==> src/rtl/rsq_pkg.sv <==
package rsq_pkg;

  typedef enum logic [2:0] {
    ST_IDLE    = 3'd0,
    ST_ALL_ON  = 3'd1,
    ST_PHY_OFF = 3'd2,
    ST_CTL_OFF = 3'd3,
    ST_ANA_OFF = 3'd4,
    ST_DONE    = 3'd5
  } rsq_state_e;

  typedef struct packed {
    logic ctl;
    logic phy;
    logic ana;
    logic dig;
    logic done;
  } rsq_out_t;

  localparam rsq_out_t RSQ_OUT_HELD = '{ctl: 1'b1, phy: 1'b1, ana: 1'b1, dig: 1'b1, done: 1'b0};

  function automatic rsq_out_t rsq_decode(rsq_state_e st);
    rsq_out_t o;
    o = RSQ_OUT_HELD;
    case (st)
      ST_PHY_OFF: o.phy = 1'b0;
      ST_CTL_OFF: begin o.phy = 1'b0; o.ctl = 1'b0; end
      ST_ANA_OFF: begin o.phy = 1'b0; o.ctl = 1'b0; o.ana = 1'b0; end
      ST_DONE:    o = '{ctl: 1'b0, phy: 1'b0, ana: 1'b0, dig: 1'b0, done: 1'b1};
      default:    o = RSQ_OUT_HELD;
    endcase
    return o;
  endfunction

endpackage

==> src/rtl/rsq_interval_cnt.sv <==
module rsq_interval_cnt #(
  parameter int unsigned CNT_W = 10
) (
  input  logic             clk,
  input  logic             rst_n,
  input  logic             load_i,
  input  logic [CNT_W-1:0] load_val_i,
  input  logic             run_i,
  output logic             zero_o
);

  logic [CNT_W-1:0] cnt_q, cnt_d;
  logic             cnt_en;

  always_comb begin
    cnt_en = 1'b0;
    cnt_d  = cnt_q;
    if (load_i) begin
      cnt_en = 1'b1;
      cnt_d  = load_val_i;
    end else if (run_i && (cnt_q != '0)) begin
      cnt_en = 1'b1;
      cnt_d  = cnt_q - 1'b1;
    end
  end

  always_ff @(posedge clk or negedge rst_n) begin
    if (!rst_n)      cnt_q <= '0;
    else if (cnt_en) cnt_q <= cnt_d;
  end

  assign zero_o = (cnt_q == '0);

  AST_CNT_NO_WRAP: assert property (@(posedge clk) disable iff (!rst_n)
    (!load_i && cnt_q == '0) |=> (cnt_q == '0));

endmodule

==> src/rtl/rsq_step_fsm.sv <==
module rsq_step_fsm
  import rsq_pkg::*;
#(
  parameter int unsigned CNT_W     = 10,
  parameter int unsigned SHORT_CYC = 200,
  parameter int unsigned LONG_CYC  = 1000
) (
  input  logic             clk,
  input  logic             rst_n,
  input  logic             start_i,
  input  logic             abort_i,
  input  logic             wait_done_i,
  output logic             load_o,
  output logic [CNT_W-1:0] load_val_o,
  output logic             run_o,
  output rsq_state_e       state_o,
  output rsq_state_e       state_nxt_o
);

  localparam logic [CNT_W-1:0] SHORT_LD = CNT_W'(SHORT_CYC - 1);
  localparam logic [CNT_W-1:0] LONG_LD  = CNT_W'(LONG_CYC - 1);

  rsq_state_e st_q, st_d;
  logic       st_en;

  always_comb begin
    st_d       = st_q;
    load_o     = 1'b0;
    load_val_o = SHORT_LD;
    if (abort_i) begin
      st_d = ST_IDLE;
    end else if (start_i) begin
      st_d       = ST_ALL_ON;
      load_o     = 1'b1;
      load_val_o = SHORT_LD;
    end else begin
      case (st_q)
        ST_ALL_ON: if (wait_done_i) begin
          st_d = ST_PHY_OFF; load_o = 1'b1; load_val_o = LONG_LD;
        end
        ST_PHY_OFF: if (wait_done_i) begin
          st_d = ST_CTL_OFF; load_o = 1'b1; load_val_o = SHORT_LD;
        end
        ST_CTL_OFF: if (wait_done_i) begin
          st_d = ST_ANA_OFF; load_o = 1'b1; load_val_o = LONG_LD;
        end
        ST_ANA_OFF: if (wait_done_i) st_d = ST_DONE;
        default: st_d = st_q;
      endcase
    end
  end

  assign st_en = (st_d != st_q);

  always_ff @(posedge clk or negedge rst_n) begin
    if (!rst_n)     st_q <= ST_IDLE;
    else if (st_en) st_q <= st_d;
  end

  assign run_o       = (st_q == ST_ALL_ON) || (st_q == ST_PHY_OFF) ||
                       (st_q == ST_CTL_OFF) || (st_q == ST_ANA_OFF);
  assign state_o     = st_q;
  assign state_nxt_o = st_d;

  AST_ABORT_TO_IDLE: assert property (@(posedge clk) disable iff (!rst_n)
    abort_i |=> (st_q == ST_IDLE));
  AST_IDLE_HOLDS: assert property (@(posedge clk) disable iff (!rst_n)
    (st_q == ST_IDLE && !start_i) |=> (st_q == ST_IDLE));

endmodule

==> src/rtl/rsq_out_regs.sv <==
module rsq_out_regs
  import rsq_pkg::*;
(
  input  logic       clk,
  input  logic       rst_n,
  input  logic       upd_i,
  input  rsq_state_e state_nxt_i,
  output rsq_out_t   out_o
);

  rsq_out_t out_q, out_d;

  always_comb out_d = rsq_decode(state_nxt_i);

  always_ff @(posedge clk or negedge rst_n) begin
    if (!rst_n)     out_q <= RSQ_OUT_HELD;
    else if (upd_i) out_q <= out_d;
  end

  assign out_o = out_q;

  AST_PHY_BEFORE_CTL: assert property (@(posedge clk) disable iff (!rst_n)
    !out_q.ctl |-> !out_q.phy);
  AST_ANA_BEFORE_DIG: assert property (@(posedge clk) disable iff (!rst_n)
    !out_q.dig |-> !out_q.ana);
  AST_DONE_ALL_FREE: assert property (@(posedge clk) disable iff (!rst_n)
    out_q.done |-> (!out_q.ctl && !out_q.phy && !out_q.ana && !out_q.dig));

endmodule

==> src/rtl/dram_rst_sequencer.sv <==
module dram_rst_sequencer
  import rsq_pkg::*;
#(
  parameter int unsigned REF_CLK_MHZ  = 200,
  parameter int unsigned SHORT_US     = 1,
  parameter int unsigned LONG_US      = 5,
  parameter int unsigned DRAM_MIN_MHZ = 200,
  parameter int unsigned DRAM_GAP_CYC = 1000
) (
  input  logic clk,
  input  logic rst_n,
  input  logic start_i,
  input  logic abort_i,
  output logic ctrl_rst_o,
  output logic phy_rst_o,
  output logic phy_ana_rst_o,
  output logic phy_dig_rst_o,
  output logic done_o
);

  localparam int unsigned SHORT_CYC   = (SHORT_US * REF_CLK_MHZ < 1) ? 1 : SHORT_US * REF_CLK_MHZ;
  localparam int unsigned MIN_GAP_REF = (DRAM_GAP_CYC * REF_CLK_MHZ + DRAM_MIN_MHZ - 1) / DRAM_MIN_MHZ;
  localparam int unsigned LONG_RAW    = LONG_US * REF_CLK_MHZ;
  localparam int unsigned LONG_CYC    = (LONG_RAW < MIN_GAP_REF) ? MIN_GAP_REF :
                                        ((LONG_RAW < 1) ? 1 : LONG_RAW);
  localparam int unsigned MAX_CYC     = (LONG_CYC > SHORT_CYC) ? LONG_CYC : SHORT_CYC;
  localparam int unsigned CNT_W       = $clog2(MAX_CYC + 1);
  localparam int unsigned GAP_W       = CNT_W + 1;

  logic             cnt_load, cnt_run, cnt_zero;
  logic [CNT_W-1:0] cnt_ld_val;
  rsq_state_e       st, st_nxt;
  rsq_out_t         outs;

  rsq_step_fsm #(
    .CNT_W     (CNT_W),
    .SHORT_CYC (SHORT_CYC),
    .LONG_CYC  (LONG_CYC)
  ) u_fsm (
    .clk         (clk),
    .rst_n       (rst_n),
    .start_i     (start_i),
    .abort_i     (abort_i),
    .wait_done_i (cnt_zero),
    .load_o      (cnt_load),
    .load_val_o  (cnt_ld_val),
    .run_o       (cnt_run),
    .state_o     (st),
    .state_nxt_o (st_nxt)
  );

  rsq_interval_cnt #(.CNT_W(CNT_W)) u_cnt (
    .clk        (clk),
    .rst_n      (rst_n),
    .load_i     (cnt_load),
    .load_val_i (cnt_ld_val),
    .run_i      (cnt_run),
    .zero_o     (cnt_zero)
  );

  rsq_out_regs u_out (
    .clk         (clk),
    .rst_n       (rst_n),
    .upd_i       (st_nxt != st),
    .state_nxt_i (st_nxt),
    .out_o       (outs)
  );

  assign ctrl_rst_o    = outs.ctl;
  assign phy_rst_o     = outs.phy;
  assign phy_ana_rst_o = outs.ana;
  assign phy_dig_rst_o = outs.dig;
  assign done_o        = outs.done;

  // Gap monitor: cycles since the analog reset was released, saturating.
  logic [GAP_W-1:0] gap_q;
  always_ff @(posedge clk or negedge rst_n) begin
    if (!rst_n)                  gap_q <= '0;
    else if (phy_ana_rst_o)      gap_q <= '0;
    else if (gap_q != '1)        gap_q <= gap_q + 1'b1;
  end

  AST_DIG_GAP_MIN: assert property (@(posedge clk) disable iff (!rst_n)
    $fell(phy_dig_rst_o) |-> (gap_q >= GAP_W'(MIN_GAP_REF)));
  AST_START_HOLDS_ALL: assert property (@(posedge clk) disable iff (!rst_n)
    start_i |=> (ctrl_rst_o && phy_rst_o && phy_ana_rst_o && phy_dig_rst_o && !done_o));
  AST_ABORT_HOLDS_ALL: assert property (@(posedge clk) disable iff (!rst_n)
    abort_i |=> (ctrl_rst_o && phy_rst_o && phy_ana_rst_o && phy_dig_rst_o && !done_o));
  AST_PHY_STAYS_FREE: assert property (@(posedge clk) disable iff (!rst_n)
    (!phy_rst_o && !start_i && !abort_i) |=> !phy_rst_o);
  AST_CTL_STAYS_FREE: assert property (@(posedge clk) disable iff (!rst_n)
    (!ctrl_rst_o && !start_i && !abort_i) |=> !ctrl_rst_o);
  AST_DONE_STAYS: assert property (@(posedge clk) disable iff (!rst_n)
    (done_o && !start_i && !abort_i) |=> done_o);

endmodule

==> config.mk <==
export PLATFORM = sky130hd
export DESIGN_NAME = dram_rst_sequencer
export DESIGN_NICKNAME = d
export VERILOG_FILES = /design/src/rtl/rsq_pkg.sv /design/src/rtl/rsq_interval_cnt.sv /design/src/rtl/rsq_step_fsm.sv /design/src/rtl/rsq_out_regs.sv /design/src/rtl/dram_rst_sequencer.sv
export SDC_FILE = /design/constraint.sdc
export NUM_CORES = 1
export LEC_CHECK = 0
export ABC_AREA = 1
export CAP_MARGIN = 15
export CORE_MARGIN = 2
export CORE_UTILIZATION = 56
export DETAILED_ROUTE_END_ITERATION = 6
export GPL_ROUTABILITY_DRIVEN = 0
export HOLD_SLACK_MARGIN = 0.08
export PLACE_DENSITY_LB_ADDON = 0.12
export SLEW_MARGIN = 20
export SYNTH_ARGS = -nofsm -noshare
export SYNTH_HDL_FRONTEND = slang
export SYNTH_SLANG_ARGS = --single-unit
==> constraint.sdc <==
create_clock -name clk -period 1.8 [get_ports clk]
set_input_delay 0.36 -clock clk [delete_from_list [all_inputs] [get_ports clk]]
set_output_delay 0.36 -clock clk [all_outputs]
set_load 0.01 [all_outputs]
# After elaboration in Yosys (flattened, before gate mapping)
# Index checks and enable logic that the tools add are counted.
dict set report op_classes {
  n_addsub 1
  eq_ne 9
  mux 23
  reduce_logical 13
}
# operator count
set ops {}
lappend ops {{10-bit 2-to-1 mux} 6}
lappend ops {{3-bit 2-to-1 mux} 6}
lappend ops {{3-bit by 2-bit == test with 1-bit output, second input constant} 4}
lappend ops {{3-bit one-hot mux with 4 select lines} 1}
lappend ops {{10-bit logical NOT} 1}
lappend ops {{10-bit nonzero test} 1}
lappend ops {{10-bit by 1-bit subtractor with 10-bit output, second input constant} 1}
lappend ops {{3-bit == test, second input constant} 3}
lappend ops {{1-bit 2-to-1 mux} 9}
lappend ops {{3-bit OR reduction} 2}
lappend ops {{2-bit OR reduction} 2}
lappend ops {{4-bit OR reduction} 1}
lappend ops {{3-bit by 1-bit == test with 1-bit output, second input constant} 1}
lappend ops {{1-bit logical OR} 3}
lappend ops {{3-bit inequality test} 1}
lappend ops {{2-bit 2-to-1 mux} 1}
lappend ops {{2-bit AND reduction} 1}
lappend ops {{2-bit nonzero test} 1}
lappend ops {{1-bit logical AND} 1}
dict set report totals {
  ff_bits 18
  input_bits 4
  output_inout_bits 5
}

# Logic depth before layout (Yosys ltp)
# Gate-level depths: netlist (run 1).
dict set report depth {
  depth_word 8
  ltp_mapped 13
  mapped_depth_nobuf 13
}

# Cells and area by module
# From an unflattened synthesis (run 1), not the netlist that was laid out.
dict set report unflattened {
  hier_cells 193
  area_unflattened_um2 1333.8
}
# mod instances cells_each area_each_um2
set modules_own_cells {}
lappend modules_own_cells {rsq_interval_cnt 1 116 783.3}
lappend modules_own_cells {rsq_step_fsm 1 41 277.8}
lappend modules_own_cells {rsq_out_regs 1 24 221.5}
lappend modules_own_cells {dram_rst_sequencer 1 12 51.3}

# Least setup slack after synthesis (run 1)
# No wires, ideal clock.
dict set report synth_path {
  kind {reg-to-reg}
  start {register u_cnt.cnt_q[0]}
  end {register u_out.out_q, in the netlist u_out.out_o[0]}
  setup_time_ns 0.121
  arrival_time_ns 1.585
  required_time_ns 1.679
  path_slack_ns 0.094
  stages_incl_launch_ff 14
  n_path_buf 0
  cell_sequence {dfrtp_1 -> inv_1 -> ha_1 -> nand2_1 -> nor2_1 -> nand3_1 -> nand2_1 -> nand3_1 -> nand2_1 -> nand2_2 -> nand2_1 -> nand3_2 -> nand2_1 -> o21ai_1}
}
dict set report synth_via {
  elab_chain_cells 7
}
# item line
set synth_lines {}
lappend synth_lines {{start, declared} rsq_interval_cnt.sv:12} ;# logic [CNT_W-1:0] cnt_q, cnt_d;
lappend synth_lines {{start signal, assigned} rsq_interval_cnt.sv:29} ;# else if (cnt_en) cnt_q <= cnt_d;
lappend synth_lines {{10-bit logical NOT *} rsq_interval_cnt.sv:32} ;# assign zero_o = (cnt_q == '0);
lappend synth_lines {{3-bit 2-to-1 mux (on tied branches)} n/a}
lappend synth_lines {{3-bit one-hot mux with 4 select lines *} rsq_step_fsm.sv:37} ;# case (st_q)
lappend synth_lines {{3-bit 2-to-1 mux *} rsq_step_fsm.sv:32} ;# end else if (start_i) begin
lappend synth_lines {{3-bit 2-to-1 mux *} rsq_step_fsm.sv:30} ;# if (abort_i) begin
lappend synth_lines {{3-bit == test} rsq_pkg.sv:25} ;# case (st)
lappend synth_lines {{2-bit 2-to-1 mux} rsq_pkg.sv:25}
lappend synth_lines {{end signal, assigned} rsq_out_regs.sv:17} ;# else if (upd_i) out_q <= out_d;
lappend synth_lines {{end, declared} rsq_out_regs.sv:11} ;# rsq_out_t out_q, out_d;
# Every way passes the cells marked *; elsewhere a longest branch is shown, timed or not.
# A chain may end at the register's enable or synchronous reset.

# Worst setup path after layout (run 1)
dict set report layout_path {
  start {register u_cnt.cnt_q[5]}
  end {register u_cnt.cnt_q[9]}
}
dict set report layout_via {
  elab_chain_cells 7
}
# item line
set layout_lines {}
lappend layout_lines {{10-bit logical NOT} rsq_interval_cnt.sv:32}
lappend layout_lines {{1-bit 2-to-1 mux} {rsq_step_fsm.sv:38, rsq_step_fsm.sv:41, rsq_step_fsm.sv:44}}
lappend layout_lines {{1-bit 2-to-1 mux} n/a}
lappend layout_lines {{1-bit 2-to-1 mux} rsq_step_fsm.sv:32}
lappend layout_lines {{1-bit 2-to-1 mux} rsq_step_fsm.sv:30}
lappend layout_lines {{2-bit nonzero test (no line) or 1-bit 2-to-1 mux (tied branches)} n/a}
lappend layout_lines {{2-bit AND reduction (no line)} n/a}
# Several ways; a longest one is shown, not always the timed one. The select of a mux whose other input is x is not followed.

==> out/metrics.yaml, run 1 <==
diodes: 0
p_per_area_nw_per_um2: 715.0
skew_ns: 0.004061
syn-num-nets: 150
die_h_um: 47.86
synthTopCellsByArea: "dfrtp_1 (33%), nand2_1 (11%), dfstp_2 (9.8%), inv_1 (7.7%), nand3_1 (7.0%)"
avgViaCountPerCell: 5.166
cap_violations: 0
synth.avg_cell_area_um2: 7.430
critPathMostFrequentCell: "nor2_1"
ios: 9
cp_data_arrival_time_ns: 1.96
cts.clk_slew.worst_paths_ns: 0.10
drive_above_1_share_pct: 29.31
yosys-top-cells-count: "nand2_1 (31), inv_1 (22), nor2_1 (18), nand3_1 (15), dfrtp_1 (14)"
place.port_buffers: 8
critPathCaptureType: "flip-flop"
synth_area_um2: 1077
core-area_um2: 1764
vias: 1028
cts.sinks: 18
relSlewSlack_pct: 80.30
slew_violations: 0
ir_drop_mv: 0.7114
wl_per_cell_um: 12.11
drc: 0
tritoncts: "built"
worst_slew_pin_slew_ns: 0.2955
grt_antenna_before_repair: 0
layout.nets: 180
area_delta_synth_final_pct: 33.10
finalSetupViolations: 0
syn-instance-count: 145
clockBufferDepth: 2
async_flop_share_pct: 100.0
cts-root-buf: "clkbuf_4"
start_util_pct: 61.06
start_kind: "flip-flop"
dp.final_hpwl_mm: 1.703
yosysWarnings: 0
setup_tns_ns: 0
synth.most_common_cell: "nand2_1"
p_total_w: 0.001025
yosysUniqueCellTypes: 24
grt_pass1_wl_mm: 3.788
fmax_mhz: 567.0
cp.required_ns: 2.00
rows: 15
status: "finished clean"
grt_max_degree: 19
routed_wl_mm: 2.409
yosys.area.top_type: "dfrtp_1"
min_period_ns: 1.764
yosysSeqAreaShare_pct: 42.28
wl_met2_mm: 1.272
grt_overflow: 0
synth_edf_count: 0
dr_wl_met3_um: 113
grt_pass1_vias: 912
yosys.area.top_type_share_pct: 32.52
final-hold-violation-count: 0
cpPeakStageDelay_ns: 0.41
crit_slowest_cell: "dfrtp_1"
drt_first_pass_iters: 4
p_leak_nw: 0.6889
numCtsBuffers: 3
track_usage_pct: 23.88
dieArea_um2: 2291
die_w_um: 47.86
min_period_over_period_pct: 97.97
postRouteAntennaNets: 0
clock_latency_ns: 0.30
top_layer: "met4"
drt-met1-wl_um: 989
hold_class: "input pin to asynchronous set/reset pin"
drtIter0Drc: 46
cts_max_level: 1
critical_path.cell_chain: "nor2_1, nand2_1, nor2_4, nand3_2, a21oi_4, inv_4, nand2_4, nand2_2, a21oi_1, nor2_1"
path_class: "flip-flop to flip-flop"
path_max_fanout: 7
synth_seq_cells: 18
synth_ff_type: "dfrtp_1"
## report_power, final
part	internal (W)	switching, W	leakage [nW]
sequential	0.000457	0.0000321	0.211
clock	0.000124	0.000124	0.0210
combinational	0.000135	0.000154	0.457
total	0.000716	0.000310	0.689
## path summary, 6_finish.rpt
kind	to	depth (start not counted)	slack [ns]	from
max	u_cnt.cnt_q[9]$_DFFE_PN0P_	10	0.04	u_cnt.cnt_q[5]$_DFFE_PN0P_
min	u_cnt.cnt_q[8]$_DFFE_PN0P_	2	0.38	rst_n
max reg2reg	u_cnt.cnt_q[9]$_DFFE_PN0P_	10	0.04	u_cnt.cnt_q[5]$_DFFE_PN0P_
min reg2reg	u_out.out_o[2]$_DFFE_PN1P_	2	0.48	u_out.out_o[2]$_DFFE_PN1P_
min in group clk	u_out.out_o[2]$_DFFE_PN1P_	2	0.48	u_out.out_o[2]$_DFFE_PN1P_
max in group asynchronous	u_out.out_o[1]$_DFFE_PN1P_	2	1.17	rst_n
## through the flow
| stage | hold WS (ns) | worst slack (ns) | cell area [um^2] | util, % | cells |
|---|---|---|---|---|---|
| after floorplan | 0.06441 | 0.09435 | 1077 | - | 145 |
| after global placement | 0.4673 | 0.03213 | 1294 | 73.33 | 192 |
| after detailed placement | 0.4731 | 0.0006439 | 1294 | 73.33 | 192 |
| after CTS | 0.3915 | 0.02739 | 1340 | 75.96 | 196 |
| after global routing | 0.4054 | -0.06795 | 1434 | 81.28 | 199 |
| final | 0.3814 | 0.03647 | 1434 | 81.28 | 199 |
## metal layers
metal	vias to the layer above	GRT usage, %
met1	468	28.67
li1	524	-
met5	-	0
met4	0	9.189
met3	5	4.906
met2	31	41.60
## cells by family after synthesis
logic type	synth area share [%]
flops	42.28
xor+xnor	3.253
buf+inv	8.014
compound gates	10.34
simple gates	34.96
fa+ha+maj	1.161
## cell type report
class	instances	area [um^2]
Timing Repair Buffer	25	207.7
Fill cell	133	330.3
Multi-Input combinational cell	104	613.1
Clock buffer	4	36.28
Tap cell	25	31.28
Inverter	23	88.84
Sequential cell	18	456.7
## state kept, by name, indices dropped and copies added, names as in the netlist
signal	cells
u_cnt.cnt_q	10
u_fsm.state_o	3
u_out.out_o	5
## repair_timing
action	4_1_cts	5_1_grt
hold buffers	0	0
gates resized for setup	2	19
endpoints found under the setup margin	1	15
setup buffers	0	3
pin swaps	0	7
## placed cells by master (no fill, tap or decap), types with 2 or more instances in the layout
cell and count:
o21ai_0 4, nand3_2 2, xor2_1 3, dfstp_2 4, inv_2 2, nand2_1 27
nand2_4 3, inv_1 20, o21ai_2 2, a21oi_1 9, o21ai_1 2, nand4_1 4
nor2_4 3, nor2_1 17, buf_4 17, nand2_2 4, nor2_2 2, clkdlybuf4s50_1 8
nand3_4 2, nand3_1 13, dfrtp_1 13, clkbuf_4 3
## critical path: cells and delay by family (launching register included)
kind	cells	cell delay, ns
buffers and inverters	1	0.08
flip-flops	1	0.41
AO/OA/AOI/OAI	2	0.31
AND/OR/NAND/NOR	7	0.85
Note: power is estimated with default switching activity, not from simulation.
==> run 2: changes to the inputs <==
--- a/config.mk
+++ b/config.mk
@@ -13,7 +13,6 @@
 export GPL_ROUTABILITY_DRIVEN = 0
 export HOLD_SLACK_MARGIN = 0.08
 export PLACE_DENSITY_LB_ADDON = 0.12
-export SLEW_MARGIN = 20
 export SYNTH_ARGS = -nofsm -noshare
 export SYNTH_HDL_FRONTEND = slang
 export SYNTH_SLANG_ARGS = --single-unit
==> results of run 2 <==
Same layout as run 1: the final DEF is identical, and so are final timing and power.
==> run 3: changes to the inputs <==
--- a/config.mk
+++ b/config.mk
@@ -13,6 +13,8 @@
 export GPL_ROUTABILITY_DRIVEN = 0
 export HOLD_SLACK_MARGIN = 0.08
 export PLACE_DENSITY_LB_ADDON = 0.12
+export SETUP_SLACK_MARGIN = 0.2
 export SYNTH_ARGS = -nofsm -noshare
 export SYNTH_HDL_FRONTEND = slang
 export SYNTH_SLANG_ARGS = --single-unit
+export TNS_END_PERCENT = 10
==> out/metrics.yaml, run 3 (same netlist as run 1, synthesis figures left out) <==
ios: 9
drive_above_1_share_pct: 34.10
setup_ws_ns: 0.002171
hold_class: "input pin to asynchronous set/reset pin"
track_usage_pct: 22.76
drt_first_pass_iters: 4
relSlewSlack_pct: 76.73
place.port_buffers: 8
drtIter0Drc: 34
numCtsBuffers: 3
routed_wl_mm: 2.746
cts-root-buf: "clkbuf_4"
cts_hold_buf: 0
min_period_over_period_pct: 99.88
top_register: "u_cnt.cnt_q"
status: "finished clean"
rows: 15
min_period_ns: 1.798
avgViaCountPerCell: 5.278
vias: 1045
grt_max_degree: 19
clock_latency_ns: 0.30
final-hold-violation-count: 0
clockBufferDepth: 2
die_w_um: 47.86
path_max_fanout: 7
p_per_area_nw_per_um2: 697.7
diodes: 0
tritoncts: "built"
cp_data_arrival_time_ns: 1.99
grt_pass1_wl_mm: 3.615
path_class: "flip-flop to flip-flop"
core-area_um2: 1764
p_leak_nw: 0.7236
multi_input_area_um2: 671.9
die_h_um: 47.86
drc: 0
layout.nets: 179
skew_ns: 0.007202
place_ws_ns: -0.02291
area_delta_synth_final_pct: 38.79
finalSetupViolations: 0
slew_violations: 0
placed_cell_area_um2: 1271
dieArea_um2: 2291
postRouteAntennaNets: 0
cts.sinks: 18
layout_common_cells: "nand2_1 (25), inv_1 (19), nor2_1 (16)"
place_inst: 187
final_cells: 198
wl_per_cell_um: 13.87
critPathCaptureType: "flip-flop"
fmax_mhz: 556.2
largest_reg_flops: 10
stdcell_area_um2: 1495
grt_overflow: 0
n_fill_cell: 104
ir_drop_mv: 0.5567
cts_max_level: 1
cp.required_ns: 2.00
grt_antenna_before_repair: 0
worst_slew_pin_slew_ns: 0.3491
start_kind: "flip-flop"
dp.final_hpwl_mm: 1.669
regArea_um2: 456.7
mostFrequentLayoutCell: "nand2_1"
grt_pass1_vias: 912
start_util_pct: 61.06
cap_violations: 0
cts.clk_slew.worst_paths_ns: 0.11
grt_setup_unrepaired: "yes"
==> run 3: power by group <==
group | internal [W] | switching (W) | total [W]
registers | 0.000457 | 0.0000343 | 0.000492
logic | 0.000132 | 0.000170 | 0.000302
clock network | 0.000123 | 0.000126 | 0.000250
==> run 3: critical path: stages (launching register included) <==
cell	delay, ns
dfrtp_1	0.39
inv_2	0.09
ha_4	0.17
nand2_4	0.06
nor2_4	0.20
nand3_2	0.14
a21oi_4	0.21
inv_4	0.09
nand2_8	0.10
nand2_4	0.07
a21oi_2	0.12
nor2_1	0.06
==> run 3: cell type report <==
type	instances	share of cell area, %
clock buffers	4	2.427
inverters	23	5.941
multi-input cells	104	44.94
flip-flops and latches	18	30.54
well taps	25	2.092
repair buffers	24	14.06
==> run 3: repair_timing <==
item,4_1_cts,5_1_grt
resized for setup,6,30
setup buffers,0,7
setup endpoints to repair,19,19
pin swaps,0,17
==> run 3: per-layer routing <==
metal | wire [um] | global-route usage [%]
met1 | 1096 | 24.36
met2 | 1498 | 42.67
met3 | 81 | 4.528
met4 | 69 | 9.730
met5 | 0 | 0
==> run 3: through the flow <==
step                      utilization [%]  hold WS, ns   TNS, ns  total power [W]
after floorplan                         -      0.06441         0        0.0006411
after global placement              72.06       0.4681         0        0.0007357
after detailed placement            72.06       0.4596  -0.04188        0.0007421
after CTS                           75.46       0.3906         0        0.0009992
after global routing                84.75       0.4134   -0.4633         0.001096
final                               84.75       0.3825         0         0.001043
==> run 3: path summary, 6_finish.rpt <==
path,startpoint,end,slack [ns],depth (start not counted)
max in group asynchronous,rst_n,u_out.out_o[1]$_DFFE_PN1P_,1.14,2
max reg2reg,u_cnt.cnt_q[0]$_DFFE_PN0P_,u_cnt.cnt_q[5]$_DFFE_PN0P_,0.002,11
max,u_cnt.cnt_q[0]$_DFFE_PN0P_,u_cnt.cnt_q[5]$_DFFE_PN0P_,0.002,11
min,rst_n,u_cnt.cnt_q[5]$_DFFE_PN0P_,0.38,2
min reg2reg,u_out.out_o[1]$_DFFE_PN1P_,u_out.out_o[1]$_DFFE_PN1P_,0.48,2
min in group clk,u_out.out_o[1]$_DFFE_PN1P_,u_out.out_o[1]$_DFFE_PN1P_,0.48,2
